==> src/rtl/sertx_pkg.sv <==
package sertx_pkg;
  localparam int DATA_W  = 8;
  localparam int OVS     = 16;
  localparam int FRAME_W = DATA_W + 3;
  localparam int IDX_W   = $clog2(FRAME_W);
  localparam int TCK_W   = $clog2(OVS);

  typedef logic [DATA_W:0]    word_t;
  typedef logic [FRAME_W-1:0] frame_t;

  typedef struct packed {
    logic nine;
    logic par_en;
    logic par_odd;
  } fmt_t;

  // index of the stop bit inside the frame
  function automatic logic [IDX_W-1:0] stop_index(input logic nine);
    return nine ? IDX_W'(DATA_W + 2) : IDX_W'(DATA_W + 1);
  endfunction

  // start bit at position 0, data LSB first, parity in top data slot, stop and fill high
  function automatic frame_t build_frame(input word_t w, input fmt_t f);
    int     n;
    logic   p;
    frame_t fr;
    n  = f.nine ? DATA_W + 1 : DATA_W;
    p  = f.par_odd;
    for (int i = 0; i < DATA_W; i++)
      if (i < n - 1) p = p ^ w[i];
    fr    = '1;
    fr[0] = 1'b0;
    for (int i = 0; i <= DATA_W; i++)
      if (i < n) fr[i+1] = (f.par_en && (i == n - 1)) ? p : w[i];
    return fr;
  endfunction
endpackage

==> src/rtl/sertx_hold.sv <==
module sertx_hold
  import sertx_pkg::*;
(
  input  logic  clk,
  input  logic  rst_n,
  input  logic  wr_en,
  input  word_t wr_word,
  input  logic  xfer,
  output word_t hold_word,
  output logic  hold_full
);
  always_ff @(posedge clk or negedge rst_n) begin
    if (!rst_n) begin
      hold_word <= '0;
      hold_full <= 1'b0;
    end else if (wr_en) begin
      hold_word <= wr_word;
      hold_full <= 1'b1;
    end else if (xfer) begin
      hold_full <= 1'b0;
    end
  end


  hold_fill_chk: assert property (@(posedge clk) disable iff (!rst_n)
    $rose(hold_full) |-> $past(wr_en));
endmodule

==> src/rtl/sertx_shift.sv <==
module sertx_shift
  import sertx_pkg::*;
(
  input  logic             clk,
  input  logic             rst_n,
  input  logic             run,
  input  logic             load,
  input  frame_t           frame_in,
  input  logic [IDX_W-1:0] stop_in,
  input  logic             tick,
  output logic             busy,
  output logic             stream,
  output logic             frame_end
);
  frame_t           shreg;
  logic [TCK_W-1:0] tcnt;
  logic [IDX_W-1:0] idx;
  logic [IDX_W-1:0] stop_q;
  logic             bit_done;
  logic             at_stop;

  assign bit_done  = (tcnt == TCK_W'(OVS - 1));
  assign at_stop   = (idx == stop_q);
  assign frame_end = run & busy & tick & bit_done & at_stop;
  assign stream    = busy ? shreg[0] : 1'b1;

  always_ff @(posedge clk or negedge rst_n) begin
    if (!rst_n) begin
      busy   <= 1'b0;
      shreg  <= '1;
      tcnt   <= '0;
      idx    <= '0;
      stop_q <= '0;
    end else if (!run) begin
      busy  <= 1'b0;
      shreg <= '1;
      tcnt  <= '0;
      idx   <= '0;
    end else if (load) begin
      busy   <= 1'b1;
      shreg  <= frame_in;
      tcnt   <= '0;
      idx    <= '0;
      stop_q <= stop_in;
    end else if (busy && tick) begin
      if (bit_done) begin
        tcnt  <= '0;
        shreg <= {1'b1, shreg[FRAME_W-1:1]};
        if (at_stop) busy <= 1'b0;
        else         idx  <= idx + 1'b1;
      end else begin
        tcnt <= tcnt + 1'b1;
      end
    end
  end


  end_idle_chk: assert property (@(posedge clk) disable iff (!rst_n)
    frame_end |=> !busy);

  disable_stop_chk: assert property (@(posedge clk) disable iff (!rst_n)
    !run |=> !busy);

  idx_range_chk: assert property (@(posedge clk) disable iff (!rst_n)
    busy |-> (idx <= stop_q));

  start_low_chk: assert property (@(posedge clk) disable iff (!rst_n)
    $rose(busy) |-> !stream);
endmodule

==> src/rtl/sertx_status.sv <==
module sertx_status (
  input  logic clk,
  input  logic rst_n,
  input  logic wr_en,
  input  logic xfer,
  input  logic frame_end,
  input  logic hold_full,
  input  logic ie_empty,
  input  logic ie_done,
  output logic flag_empty,
  output logic flag_done,
  output logic irq
);
  always_ff @(posedge clk or negedge rst_n) begin
    if (!rst_n) begin
      flag_empty <= 1'b1;
      flag_done  <= 1'b1;
    end else begin
      if (wr_en)     flag_empty <= 1'b0;
      else if (xfer) flag_empty <= 1'b1;
      if (wr_en)                       flag_done <= 1'b0;
      else if (frame_end && !hold_full) flag_done <= 1'b1;
    end
  end

  assign irq = (ie_empty & flag_empty) | (ie_done & flag_done);


  empty_src_chk: assert property (@(posedge clk) disable iff (!rst_n)
    $rose(flag_empty) |-> $past(xfer));

  done_src_chk: assert property (@(posedge clk) disable iff (!rst_n)
    $rose(flag_done) |-> $past(frame_end));

  write_clear_chk: assert property (@(posedge clk) disable iff (!rst_n)
    wr_en |=> !flag_empty && !flag_done);
endmodule

==> src/rtl/sertx_core.sv <==
module sertx_core
  import sertx_pkg::*;
(
  input  logic              clk,
  input  logic              rst_n,
  input  logic              wr_en,
  input  logic [DATA_W-1:0] wr_data,
  input  logic              wr_bit8,
  input  logic              cfg_nine,
  input  logic              cfg_par_en,
  input  logic              cfg_par_odd,
  input  logic              cfg_loop,
  input  logic              cfg_tx_en,
  input  logic              ie_empty,
  input  logic              ie_done,
  input  logic              tick,
  output logic              tx_line,
  output logic              loop_line,
  output logic              flag_empty,
  output logic              flag_done,
  output logic              irq
);
  word_t hold_word;
  logic  hold_full;
  logic  busy;
  logic  stream;
  logic  frame_end;
  logic  xfer;
  fmt_t  fmt;

  assign fmt  = '{nine: cfg_nine, par_en: cfg_par_en, par_odd: cfg_par_odd};
  assign xfer = cfg_tx_en & hold_full & ~busy;

  sertx_hold hold_i (
    .clk       (clk),
    .rst_n     (rst_n),
    .wr_en     (wr_en),
    .wr_word   ({wr_bit8, wr_data}),
    .xfer      (xfer),
    .hold_word (hold_word),
    .hold_full (hold_full)
  );

  sertx_shift shift_i (
    .clk       (clk),
    .rst_n     (rst_n),
    .run       (cfg_tx_en),
    .load      (xfer),
    .frame_in  (build_frame(hold_word, fmt)),
    .stop_in   (stop_index(cfg_nine)),
    .tick      (tick),
    .busy      (busy),
    .stream    (stream),
    .frame_end (frame_end)
  );

  sertx_status status_i (
    .clk        (clk),
    .rst_n      (rst_n),
    .wr_en      (wr_en),
    .xfer       (xfer),
    .frame_end  (frame_end),
    .hold_full  (hold_full),
    .ie_empty   (ie_empty),
    .ie_done    (ie_done),
    .flag_empty (flag_empty),
    .flag_done  (flag_done),
    .irq        (irq)
  );

  assign tx_line   = (cfg_loop | ~cfg_tx_en) ? 1'b1 : stream;
  assign loop_line = cfg_loop ? stream : 1'b1;


  idle_mark_chk: assert property (@(posedge clk) disable iff (!rst_n)
    !busy |-> (tx_line && loop_line));

  loop_pin_chk: assert property (@(posedge clk) disable iff (!rst_n)
    (cfg_loop && busy) |-> (tx_line && (loop_line == stream)));
endmodule

==> config.mk <==
export PLATFORM = sky130hd
export DESIGN_NAME = sertx_core
export DESIGN_NICKNAME = d
export VERILOG_FILES = /design/src/rtl/sertx_pkg.sv /design/src/rtl/sertx_hold.sv /design/src/rtl/sertx_shift.sv /design/src/rtl/sertx_status.sv /design/src/rtl/sertx_core.sv
export SDC_FILE = /design/constraint.sdc
export NUM_CORES = 1
export LEC_CHECK = 0
export ABC_AREA = 1
export BUFFER_PORTS_ARGS = -buffer_cell sky130_fd_sc_hd__buf_4
export CORE_ASPECT_RATIO = 1.1
export CORE_MARGIN = 1.5
export CORE_UTILIZATION = 25
export CTS_CLUSTER_DIAMETER = 150
export DETAILED_ROUTE_END_ITERATION = 12
export SLEW_MARGIN = 20
export SYNTH_ARGS = -nofsm -noshare
export SYNTH_HDL_FRONTEND = slang
export SYNTH_SLANG_ARGS = --single-unit
==> constraint.sdc <==
create_clock -name clk -period 3.1 [get_ports clk]
set_input_delay 0.155 -clock clk [delete_from_list [all_inputs] [get_ports clk]]
set_output_delay 0.155 -clock clk [all_outputs]
set_load 0.05 [all_outputs]
==> results of run 1 <==
metrics by stage:
step	utilization [%]	cell area (um2)	worst slack (ns)	instances	total power, W
floorplan	-	1778	1.670	224	0.001061
global placement	29.24	2037	1.351	328	0.001172
detailed placement	29.24	2037	1.295	328	0.001182
CTS	30.69	2138	1.298	337	0.001529
global route	30.69	2138	1.112	337	0.001623
finish	30.69	2138	1.299	337	0.001512
kinds of logic (layout without fill, tap and decap cells):
group                    after synthesis  in the layout  share of synthesized area, %
flip-flops                            34             34                         48.70
buffers and inverters                 39             67                         8.867
AND/OR/NAND/NOR                      108            108                         26.25
adder cells (fa/ha/maj)                2              2                         1.407
XOR/XNOR                               3              3                         1.478
AO/OA/AOI/OAI                         38             38                         13.30
power groups by stage:
stage | logic (W) | clock network, W | registers, W
floorplan | 0.000371 | 0 | 0.000690
global placement | 0.000470 | 0 | 0.000702
detailed placement | 0.000479 | 0 | 0.000702
CTS | 0.000481 | 0.000353 | 0.000696
global route | 0.000538 | 0.000373 | 0.000712
finish | 0.000474 | 0.000342 | 0.000696
synth_stat cells, drive strengths merged:
library cell,count
nand2,67
inv,34
dfrtp,22
o21ai,22
nor2,21
nand3,13
dfstp,12
o22ai,7
a21oi,5
nor3,5
clkbuf,3
xor2,3
buf,2
ha,2
a21boi,1
a22o,1
nand4,1
o211ai,1
o21bai,1
or2,1
worst max-delay path: stages (launching register included):
cell	delay [ns]
sky130_fd_sc_hd__dfrtp_1	0.43
sky130_fd_sc_hd__nor2_2	0.13
sky130_fd_sc_hd__nand2_2	0.18
sky130_fd_sc_hd__nand2_2	0.30
sky130_fd_sc_hd__nor2_4	0.10
sky130_fd_sc_hd__nor2_8	0.18
sky130_fd_sc_hd__inv_4	0.11
sky130_fd_sc_hd__o21ai_0	0.17
sky130_fd_sc_hd__nand2_1	0.06
what timing repair did:
item,4_1_cts,5_1_grt
hold buffers,1,0
buffers inserted,0,0
endpoints found under the hold margin,22,0
cell type report:
cell class	instances	area share [%]
sequential	34	40.49
multi-input combinational	151	35.28
timing repair buffer	25	8.894
inverter	34	6.085
tap	85	4.974
clock buffer	7	4.037
clock inverter	1	0.2341
cells in the final DEF, fill, tap and decap left out:
master and instances:
sky130_fd_sc_hd__clkinv_2 1, sky130_fd_sc_hd__nor2_4 1, sky130_fd_sc_hd__ha_1 2, sky130_fd_sc_hd__dlygate4sd3_1 1
sky130_fd_sc_hd__inv_1 32, sky130_fd_sc_hd__dfrtp_1 22, sky130_fd_sc_hd__o21ai_1 2, sky130_fd_sc_hd__a21oi_1 5
sky130_fd_sc_hd__a22o_1 1, sky130_fd_sc_hd__xor2_1 3, sky130_fd_sc_hd__clkbuf_8 6, sky130_fd_sc_hd__nand4_1 1
sky130_fd_sc_hd__o21bai_1 1, sky130_fd_sc_hd__inv_4 1, sky130_fd_sc_hd__o21ai_2 7, sky130_fd_sc_hd__nor2_1 17
sky130_fd_sc_hd__dfstp_2 12, sky130_fd_sc_hd__nand2_2 2, sky130_fd_sc_hd__nor2_8 1, sky130_fd_sc_hd__nand3_1 13
sky130_fd_sc_hd__o22ai_1 7, sky130_fd_sc_hd__nor2_2 2, sky130_fd_sc_hd__nor3_1 5, sky130_fd_sc_hd__inv_2 1
sky130_fd_sc_hd__a21boi_0 1, sky130_fd_sc_hd__buf_4 24, sky130_fd_sc_hd__nand2_1 65, sky130_fd_sc_hd__or2_2 1
sky130_fd_sc_hd__o211ai_1 1, sky130_fd_sc_hd__o21ai_0 13, sky130_fd_sc_hd__clkbuf_1 1
state kept, by name, indices dropped and copies added (netlist names):
register / flops
status_i.flag_empty: 1
status_i.flag_done: 1
shift_i.stop_q: 3
hold_i.hold_full: 1
hold_i.hold_word: 9
shift_i.tcnt: 4
shift_i.idx: 4
shift_i.busy: 1
shift_i.shreg: 10
worst max path at each step:
stage / slack (ns) / start / to / depth (start not counted)
2_1_floorplan: 1.67 / shift_i.tcnt[0] / shift_i.idx[0] / 8
3_3_place_gp: 1.35 / shift_i.busy / shift_i.busy / 8
3_5_place_dp: 1.29 / shift_i.busy / shift_i.busy / 8
4_1_cts: 1.30 / shift_i.busy / shift_i.busy / 8
5_1_grt: 1.11 / shift_i.busy / shift_i.busy / 8
6_report: 1.30 / shift_i.busy / shift_i.busy / 8
layer usage:
metal / vias up / track usage [%] / part of all wire [%]
li1: 764 / - / -
met1: 666 / 13.10 / 45
met2: 32 / 17.07 / 48
met3: 7 / 2.818 / 5.2
met4: 0 / 4.583 / 2.0
met5: - / 0 / 0
==> results.md, run 1 <==
- Result of the run: completed
- Aggregate negative setup slack: 0 ns
- Largest fanout on the critical path: 16
- Power density over the cells: slightly above 700 nW/um2
- GRT Total Usage: about a tenth
- Share of total power in the clock network: 22.6%
- Relative slew margins: 71.35%
- Num Clock Sinks: 34
- Half-perimeter wire length of the detailed placement result: 2685 um
- Clock-pin slew reported for the worst setup and hold paths after clock tree synthesis: 0.07 ns
- Number of flip-flops and latches in the synthesized netlist: 34
- Final period utilization: about three fifths
- Setup repair after global routing missed its margin: false
- Number of global-route vias before repair: 1405
- Setup Viol. Count Final: 0
- Switching part of the total power: 36.27%
- Hold_ws: 0.06211 ns
- Fin. max-slew vios: 0
- Chip width: 83.41 um
- FF+latch area: 865.8 um2
- 1st-iter DRT viols: 65
- Site Rows: 32
- Worst Setup Start Kind: register
- Critical path start-end classification: reg2reg
- R2R Setup Slk: between 1 and 1.5 ns
- FF-to-FF path depth: 8
- Gate count after technology mapping: 224
- Post-synthesis sequential area ratio: 48.70%
- Die height: 91.45 um
- First drt pass iteration count: 4
- Count of nets after finishing: 273
- Effective utilization at floorplan: 25.52%
- Number of H-tree levels: 2
- Per-cell via count in the routed design: around 4.4
- Post-synth net total: 246
- Worst min-delay path class: in2reg
- Final Skew: about 0.0066 ns
- Worst EP arrival: 1.97 ns
- Synth Cell Area: 1778 um2
- Sw power: about 0.00055 W
- Total detailed-routing wirelength: 3606 um
- Number of primary I/O pins: 25
- TritonCTS buffer count: 5
- Area of the core: 6967 um2
- Number of distinct library cells after synthesis: 29
- Number of inserted filler cells in the final layout: slightly below 800
- Area added between synthesis and finish: 20.27%
- Transition time at the pin with the least slew margin: 0.4298 ns
- Port Buffer Count: 24
- Portion of total power attributed to combinational logic: roughly 31%
- Endpoint with the worst hold slack: hold_i.hold_word[8]
- Routability cong.: between 0.8 and 0.9
- Launch point of the worst hold path: wr_bit8
- Critical path endpoint category: register
- Number of antenna violations at the first check in global routing: 0
- Post-CTS sizing: 0
- Beginning of the worst register-to-register path: shift_i.busy
- # DRC: 0
- Root buffer cell: sky130_fd_sc_hd__clkbuf_8
- Sequential share of power: 46.0%
- Area share of the largest cell type after synthesis: 30.96%
- Internal power contribution: 0.0009637 W
- Proportion of layout cells with a drive suffix above 1: 23.41%
- Number of stages on the worst hold path: 3
- Max-cap violation count: 0
- Static Leakage: approximately 1.1 nW
- Maximum VDD drop: 222.2 uV
- Routed wire length per instance: about 11 um
- CTS tree: yes
- Count of vias placed by the detailed router: 1469
- Area used by multi-input combinational logic: ~750 um2
- Area enclosed by the die boundary: 7627 um2
- Worst path required time: 3.27 ns
- Source-to-sink clock delay at the later pin of the worst-skew pair: 0.29 ns
- CTS Buffer Depth: 2
- Synthesized area divided by synthesized cell count: 7.937 um2
- Top achievable clock speed: 555.3 MHz
- Final hold violation count: 0
- Most area-consuming cells after synthesis: sky130_fd_sc_hd__dfrtp_1, sky130_fd_sc_hd__dfstp_2, sky130_fd_sc_hd__nand2_1
- Ant diodes: 0
- Post-route ant nets: 0
- First-pass GRT wire length: 6320 um
- Total congestion overflow after global routing: 0
- End of the worst register-to-register path: shift_i.busy
- Largest net degree at the start of global routing: 35
- Warnings, synthesis: 0
- Post-synth top area cell: sky130_fd_sc_hd__dfrtp_1
- Minimum clock period after layout: 1.801 ns
(Power assumes the default switching activity.)
==> run 2: changes to the inputs <==
==> constraint.sdc (replaced) <==
create_clock -name clk -period 1.6 [get_ports clk]
set_input_delay 0.08 -clock clk [delete_from_list [all_inputs] [get_ports clk]]
set_output_delay 0.08 -clock clk [all_outputs]
set_load 0.05 [all_outputs]
==> run 2 against run 1 <==
  * Utilization is 2.4 points higher
  * Total power grew 120%
  * Sequential cell count unchanged
  * Sequential share of layout area is 3.0 points lower
  * Worst setup slack worse by 1.2 ns
  * First-iteration DRC count down 1.5%
  * Die area unchanged
  * Critical endpoint unchanged
  * Largest cell class unchanged
  * Highest routed layer unchanged
==> results.md, run 2 (synthesis results as in run 1) <==
- Count of vias placed by the detailed router: 1507 (was 1469)
- Source-to-sink clock delay at the later pin of the worst-skew pair: 0.29 ns (about the same)
- Post-Place Cells: 331 (was 328)
- Half-perimeter wire length of the detailed placement result: 2677 um (was 2685 um)
- 1st-iter DRT viols: 64 (was 65)
- Port Buffer Count: 24 (unchanged)
- Count of non-filler cells in the finished layout: 349 (was 337)
- First drt pass iteration count: 4 (unchanged)
- Effective utilization at floorplan: 25.52% (unchanged)
- Proportion of layout cells with a drive suffix above 1: 25.38% (was 23.41%)
- Root buffer cell: sky130_fd_sc_hd__clkbuf_8 (unchanged)
- Relative slew margins: 70.05% (was 71.35%)
- Chip width: 83.41 um (unchanged)
- Number of global-route vias before repair: 1437 (was 1405)
- Largest registers: shift_i.shreg (10), hold_i.hold_word (9) (unchanged)
- Max-cap violation count: 0 (unchanged)
- Site Rows: 32 (unchanged)
- Number of primary I/O pins: 25 (unchanged)
- Post-route standard cell area excluding fillers: 2307 um2 (was 2138 um2)
- Static Leakage: 1.140 nW (was 1.067 nW)
- Top library cells by usage in the layout, fill and taps aside: sky130_fd_sc_hd__nand2_1, sky130_fd_sc_hd__inv_1, sky130_fd_sc_hd__buf_4 (unchanged)
- Worst EP arrival: 1.66 ns (was 1.97 ns)
- Worst Setup Slack post-DPL: -0.01687 ns (was 1.295 ns)
- Die height: 91.45 um (unchanged)
- First-pass GRT wire length: 6506 um (was 6320 um)
- Final Skew: 0.007227 ns (was 0.006567 ns)
- Number of antenna violations at the first check in global routing: 0 (unchanged)
- Register with the most flip-flops: shift_i.shreg (unchanged)
- Final worst slack: 0.1261 ns (was 1.299 ns)
- Aggregate negative setup slack: 0 ns (unchanged)
- Total detailed-routing wirelength: 3782 um (was 3606 um)
- Clock-pin slew reported for the worst setup and hold paths after clock tree synthesis: 0.08 ns (was 0.07 ns)
- Total congestion overflow after global routing: 0 (unchanged)
- Largest net degree at the start of global routing: 35 (unchanged)
- Number of inserted filler cells in the final layout: 759 (was 775)
- Top achievable clock speed: 678.5 MHz (was 555.3 MHz)
- Per-cell via count in the routed design: 4.318 (was 4.359)
- Area enclosed by the die boundary: 7627 um2 (unchanged)
- Post-route ant nets: 0 (unchanged)
- Commonest non-fill, non-tap cell in the layout: sky130_fd_sc_hd__nand2_1 (unchanged)
- CTS tree: yes (unchanged)
- Ant diodes: 0 (unchanged)
- Routed wire length per instance: 10.84 um (was 10.70 um)
- GRT Total Usage: 10.80% (was 10.51%)
- Max reg flops: 10 (unchanged)
- Final hold violation count: 0 (unchanged)
- Maximum VDD drop: 561.8 uV (was 222.2 uV)
- Setup Viol. Count Final: 0 (unchanged)
- TritonCTS buffer count: 5 (unchanged)
- FF+latch area: 865.8 um2 (unchanged)
- Worst path required time: 1.78 ns (was 3.27 ns)
- Fin. max-slew vios: 0 (unchanged)
- Area of the core: 6967 um2 (unchanged)
- Critical path endpoint category: register (unchanged)
- Worst Setup Start Kind: register (unchanged)
- Beginning of the critical path: shift_i.tcnt[0] (was shift_i.busy)
- Area used by multi-input combinational logic: 767.0 um2 (was 754.5 um2)
- Num Clock Sinks: 34 (unchanged)
- Number of H-tree levels: 2 (unchanged)
- CTS Buffer Depth: 2 (unchanged)
- Minimum clock period after layout: 1.474 ns (was 1.801 ns)
- Critical path start-end classification: reg2reg (unchanged)
- Launch point of the worst hold path: wr_data[0] (was wr_bit8)
- Result of the run: completed (unchanged)
- Post-Place Cell Area: 2059 um2 (was 2037 um2)
- Area added between synthesis and finish: 29.77% (was 20.27%)
- Largest fanout on the critical path: 16 (unchanged)
- Routability cong.: 0.8182 (was 0.8086)
- Transition time at the pin with the least slew margin: 0.4492 ns (was 0.4298 ns)
- Power density over the cells: 1433 nW/um2 (was 707.2 nW/um2)
- Final period utilization: 92.12% (was 58.09%)
- Count of nets after finishing: 285 (was 273)
- Worst min-delay path class: in2reg (unchanged)
- Beginning of the worst register-to-register path: shift_i.tcnt[0] (was shift_i.busy)
- # DRC: 0 (unchanged)
## run 2: through the flow
stage	hold slack (ns)	total power (W)	utilization [%]
floorplan	-0.2156	0.002056	-
global placement	0.06174	0.002292	29.56
detailed placement	0.06030	0.002313	29.56
CTS	0.004582	0.003314	32.90
global route	0.01631	0.003534	33.12
finish	0.004689	0.003306	33.12
## run 2: area by class of cell
class                      instances  area share [%]
clock buffer                       5           2.983
inverter                          34           5.640
clock inverter                     3           2.983
multi-input combinational        151           33.24
sequential                        34           37.53
tap                               85           4.610
timing repair buffer              37           13.02
## run 2: worst paths after layout
| path | to | cells past startpoint | slack (ns) |
|---|---|---|---|
| worst min-delay path | hold_i.hold_word[0] | 3 | 0.005 |
| worst max-delay path | shift_i.busy | 8 | 0.13 |
| worst min register to register | shift_i.shreg[8] | 2 | 0.47 |
| min in group asynchronous | hold_i.hold_word[2] | 2 | 0.27 |
| worst max register to register | shift_i.busy | 8 | 0.13 |
| max in group asynchronous | status_i.flag_empty | 2 | 0.98 |
## run 2: power by group
part / internal (W) / total [W] / switching (W)
sequential: 0.00118 / 0.00135 / 0.000172
combinational: 0.000386 / 0.000985 / 0.000599
clock: 0.000624 / 0.000969 / 0.000345
## run 2: critical path: stages (launching register included)
cell                      delay (ns)
sky130_fd_sc_hd__dfrtp_1        0.39
sky130_fd_sc_hd__ha_1           0.18
sky130_fd_sc_hd__inv_1          0.06
sky130_fd_sc_hd__nor3_2         0.17
sky130_fd_sc_hd__nor2_2         0.11
sky130_fd_sc_hd__nor2_8         0.15
sky130_fd_sc_hd__inv_4          0.11
sky130_fd_sc_hd__o21ai_1        0.14
sky130_fd_sc_hd__nand2_1        0.06
## run 2: layer usage
layer  GRT usage, %  share of wire (%)  vias up  wire length (um)
met5              0                  0        -                 0
met4          5.556                2.5        0                94
met3          2.727                3.0        8               115
met2          17.68                 49       20              1848
met1          13.11                 46      693              1723
li1               -                  -      786                 -
## run 2: timing repair
item | in CTS | in global routing
pin swaps | 0 | 0
setup endpoints to repair | 2 | 5
resized for setup | 1 | 3
hold endpoints to repair | 30 | 0
hold buffers | 9 | 0
setup buffers | 0 | 1
==> run 3: changes to the inputs <==
--- a/config.mk
+++ b/config.mk
@@ -6,7 +6,7 @@
 export NUM_CORES = 1
 export LEC_CHECK = 0
 export ABC_AREA = 1
-export BUFFER_PORTS_ARGS = -buffer_cell sky130_fd_sc_hd__buf_4
+export BUFFER_PORTS_ARGS = -buffer_cell sky130_fd_sc_hd__buf_2
 export CORE_ASPECT_RATIO = 1.1
 export CORE_MARGIN = 1.5
 export CORE_UTILIZATION = 25
==> run 3 against run 2 <==
  * Wire length decreased by 1.4%
  * Combinational power fell by 3.5%
  * Sequential share of layout area rose by 2.1 points
  * Design area is 5.0% lower
  * Critical path depth did not move
  * Non-clock buffer count fell by 3
  * Final cell count decreased by 0.86%
  * Sequential power is essentially flat
  * First-iteration DRC count is 16% lower
  * Via count down 2.2%
  * Largest cell class unchanged
  * Largest power group unchanged
==> results.md, run 3 (synthesis results as in run 1) <==
- Result of the run: completed (unchanged)
- Final worst slack: 0.1080 ns (was 0.1261 ns)
- Internal power contribution: 0.001884 W (was 0.002191 W)
- Total congestion overflow after global routing: 0 (unchanged)
- Worst EP arrival: 1.66 ns (about the same)
- Area added between synthesis and finish: 23.22% (was 29.77%)
- Launch point of the worst hold path: wr_data[4] (was wr_data[0])
- Worst path required time: 1.77 ns (was 1.78 ns)
- End of the worst register-to-register path: shift_i.busy (unchanged)
- Number of H-tree levels: 2 (unchanged)
- Largest fanout on the critical path: 16 (unchanged)
- 1st-iter DRT viols: 54 (was 64)
- Number of antenna violations at the first check in global routing: 0 (unchanged)
- TritonCTS buffer count: 5 (unchanged)
- GRT Total Usage: 10.73% (was 10.80%)
- Largest net degree at the start of global routing: 20 (was 35)
- Power density over the cells: 1349 nW/um2 (was 1433 nW/um2)
- Post-Place Cells: 332 (was 331)
- Count of non-filler cells in the finished layout: 346 (was 349)
- CTS Buffer Depth: 2 (unchanged)
- Die height: 91.45 um (unchanged)
- Effective utilization at floorplan: 25.52% (unchanged)
- Worst min-delay path class: in2reg (unchanged)
- Number of global-route vias before repair: 1420 (was 1437)
- Final hold violation count: 0 (unchanged)
- Per-cell via count in the routed design: 4.260 (was 4.318)
- Largest registers: shift_i.shreg (10), hold_i.hold_word (9) (unchanged)
- Site Rows: 32 (unchanged)
- Number of stages on the worst hold path: 3 (unchanged)
- First drt pass iteration count: 4 (unchanged)
- First-pass GRT wire length: 6382 um (was 6506 um)
- Register with the most flip-flops: shift_i.shreg (unchanged)
- Half-perimeter wire length of the detailed placement result: 2796 um (was 2677 um)
- Switching part of the total power: 36.26% (was 33.73%)
- Portion of total power attributed to combinational logic: 32.2% (was 29.8%)
- Static Leakage: 1.108 nW (was 1.140 nW)
- Proportion of layout cells with a drive suffix above 1: 25.67% (was 25.38%)
- Routability cong.: 0.7976 (was 0.8182)
- Routed wire length per instance: 10.78 um (was 10.84 um)
- Relative slew margins: 70.64% (was 70.05%)
- R2R Setup Slk: 0.11 ns (was 0.13 ns)
- Clock-pin slew reported for the worst setup and hold paths after clock tree synthesis: 0.07 ns (was 0.08 ns)
- Setup repair after global routing missed its margin: false
- Post-route core utilization: 31.45% (was 33.12%)
- Worst Setup Start Kind: register (unchanged)
- Beginning of the worst register-to-register path: shift_i.tcnt[1] (was shift_i.tcnt[0])
- Setup Viol. Count Final: 0 (unchanged)
- Worst Setup Slack post-DPL: -0.003261 ns (was -0.01687 ns)
- Fin. max-slew vios: 0 (unchanged)
- CTS tree: yes (unchanged)
- Ant diodes: 0 (unchanged)
- Final period utilization: 93.25% (was 92.12%)
- Total detailed-routing wirelength: 3730 um (was 3782 um)
- Top achievable clock speed: 670.2 MHz (was 678.5 MHz)
- Endpoint with the worst hold slack: hold_i.hold_word[4] (was hold_i.hold_word[0])
- Number of primary I/O pins: 25 (unchanged)
- Count of nets after finishing: 282 (was 285)
- Commonest non-fill, non-tap cell in the layout: sky130_fd_sc_hd__nand2_1 (unchanged)
- Share of total power in the clock network: 22.1% (was 29.3%)
- Post-route ant nets: 0 (unchanged)
- Max-cap violation count: 0 (unchanged)
- Port Buffer Count: 24 (unchanged)
- Chip width: 83.41 um (unchanged)
- Max reg flops: 10 (unchanged)
- Sequential share of power: 45.7% (was 40.9%)
- Hold_ws: 0.003443 ns (was 0.004689 ns)
- Sw power: 0.001072 W (was 0.001115 W)
- Source-to-sink clock delay at the later pin of the worst-skew pair: 0.28 ns (was 0.29 ns)
- Final Skew: 0.004602 ns (was 0.007227 ns)
- Root buffer cell: sky130_fd_sc_hd__clkbuf_8 (unchanged)
- Critical path start-end classification: reg2reg (unchanged)
- Count of vias placed by the detailed router: 1474 (was 1507)
- Aggregate negative setup slack: 0 ns (unchanged)
- Area of the core: 6967 um2 (unchanged)
- FF-to-FF path depth: 8 (unchanged)
- Top library cells by usage in the layout, fill and taps aside: sky130_fd_sc_hd__nand2_1, sky130_fd_sc_hd__inv_1, sky130_fd_sc_hd__buf_2 (was sky130_fd_sc_hd__nand2_1, sky130_fd_sc_hd__inv_1, sky130_fd_sc_hd__buf_4)
- Area enclosed by the die boundary: 7627 um2 (unchanged)
- # DRC: 0 (unchanged)
- Minimum clock period after layout: 1.492 ns (was 1.474 ns)
- Num Clock Sinks: 34 (unchanged)
- Critical path endpoint category: register (unchanged)
- Maximum VDD drop: 486.2 uV (was 561.8 uV)
- Transition time at the pin with the least slew margin: 0.4404 ns (was 0.4492 ns)
## run 3: what timing repair did
item / in CTS / in global routing
setup endpoints to repair: 1 / 3
hold buffers: 6 / 0
gates resized for setup: 1 / 4
endpoints found under the hold margin: 15 / 0
setup buffers: 0 / 0
## run 3: worst max-delay path by stage
stage	start	endpoint	slack (ns)	depth (start not counted)
final	shift_i.tcnt[1]	shift_i.busy	0.11	8
after global routing	shift_i.busy	shift_i.busy	0.007	8
after CTS	shift_i.tcnt[1]	shift_i.busy	0.08	8
after detailed placement	shift_i.tcnt[1]	shift_i.busy	-0.003	8
after global placement	shift_i.tcnt[1]	shift_i.busy	0.06	8
after floorplan	shift_i.tcnt[0]	shift_i.idx[0]	0.17	8
## run 3: final cells by class
cell class | count | area [um2]
flip-flops and latches | 34 | 867.1
fillers | 754 | 4776
multi-input cells | 151 | 773.2
clock buffers | 7 | 86.33
inverters | 34 | 130.1
repair buffers | 34 | 222.7
clock inverters | 1 | 5.005
well taps | 85 | 106.4
## run 3: metrics by stage
step                total power, W  cell area [um2]
global route              0.003188             2191
CTS                       0.002983             2176
global placement          0.002270             2019
detailed placement        0.002303             2019
floorplan                 0.002056             1778
finish                    0.002955             2191
## run 3: critical path: stages (launching register included)
cell and delay [ns]:
sky130_fd_sc_hd__dfrtp_1 0.37, sky130_fd_sc_hd__ha_1 0.18, sky130_fd_sc_hd__inv_1 0.08, sky130_fd_sc_hd__nor3_4 0.14, sky130_fd_sc_hd__nor2_2 0.10, sky130_fd_sc_hd__nor2_8 0.16, sky130_fd_sc_hd__inv_4 0.12, sky130_fd_sc_hd__o21ai_0 0.18
sky130_fd_sc_hd__nand2_1 0.06
## run 3: power groups by stage
stage,combinational (W),sequential (W),clock [W]
4_1_cts,0.000958,0.00135,0.000673
3_5_place_dp,0.000941,0.00136,0
6_report,0.000951,0.00135,0.000652
3_3_place_gp,0.000915,0.00135,0
5_1_grt,0.00108,0.00139,0.000718
2_1_floorplan,0.000720,0.00134,0
## run 3: metal layers
metal	up-vias	global-route usage (%)	routed length [um]
met4	0	4.583	50
met3	5	3.364	127
met2	20	18.22	1922
li1	775	-	-
met5	-	0	0
met1	674	12.42	1629
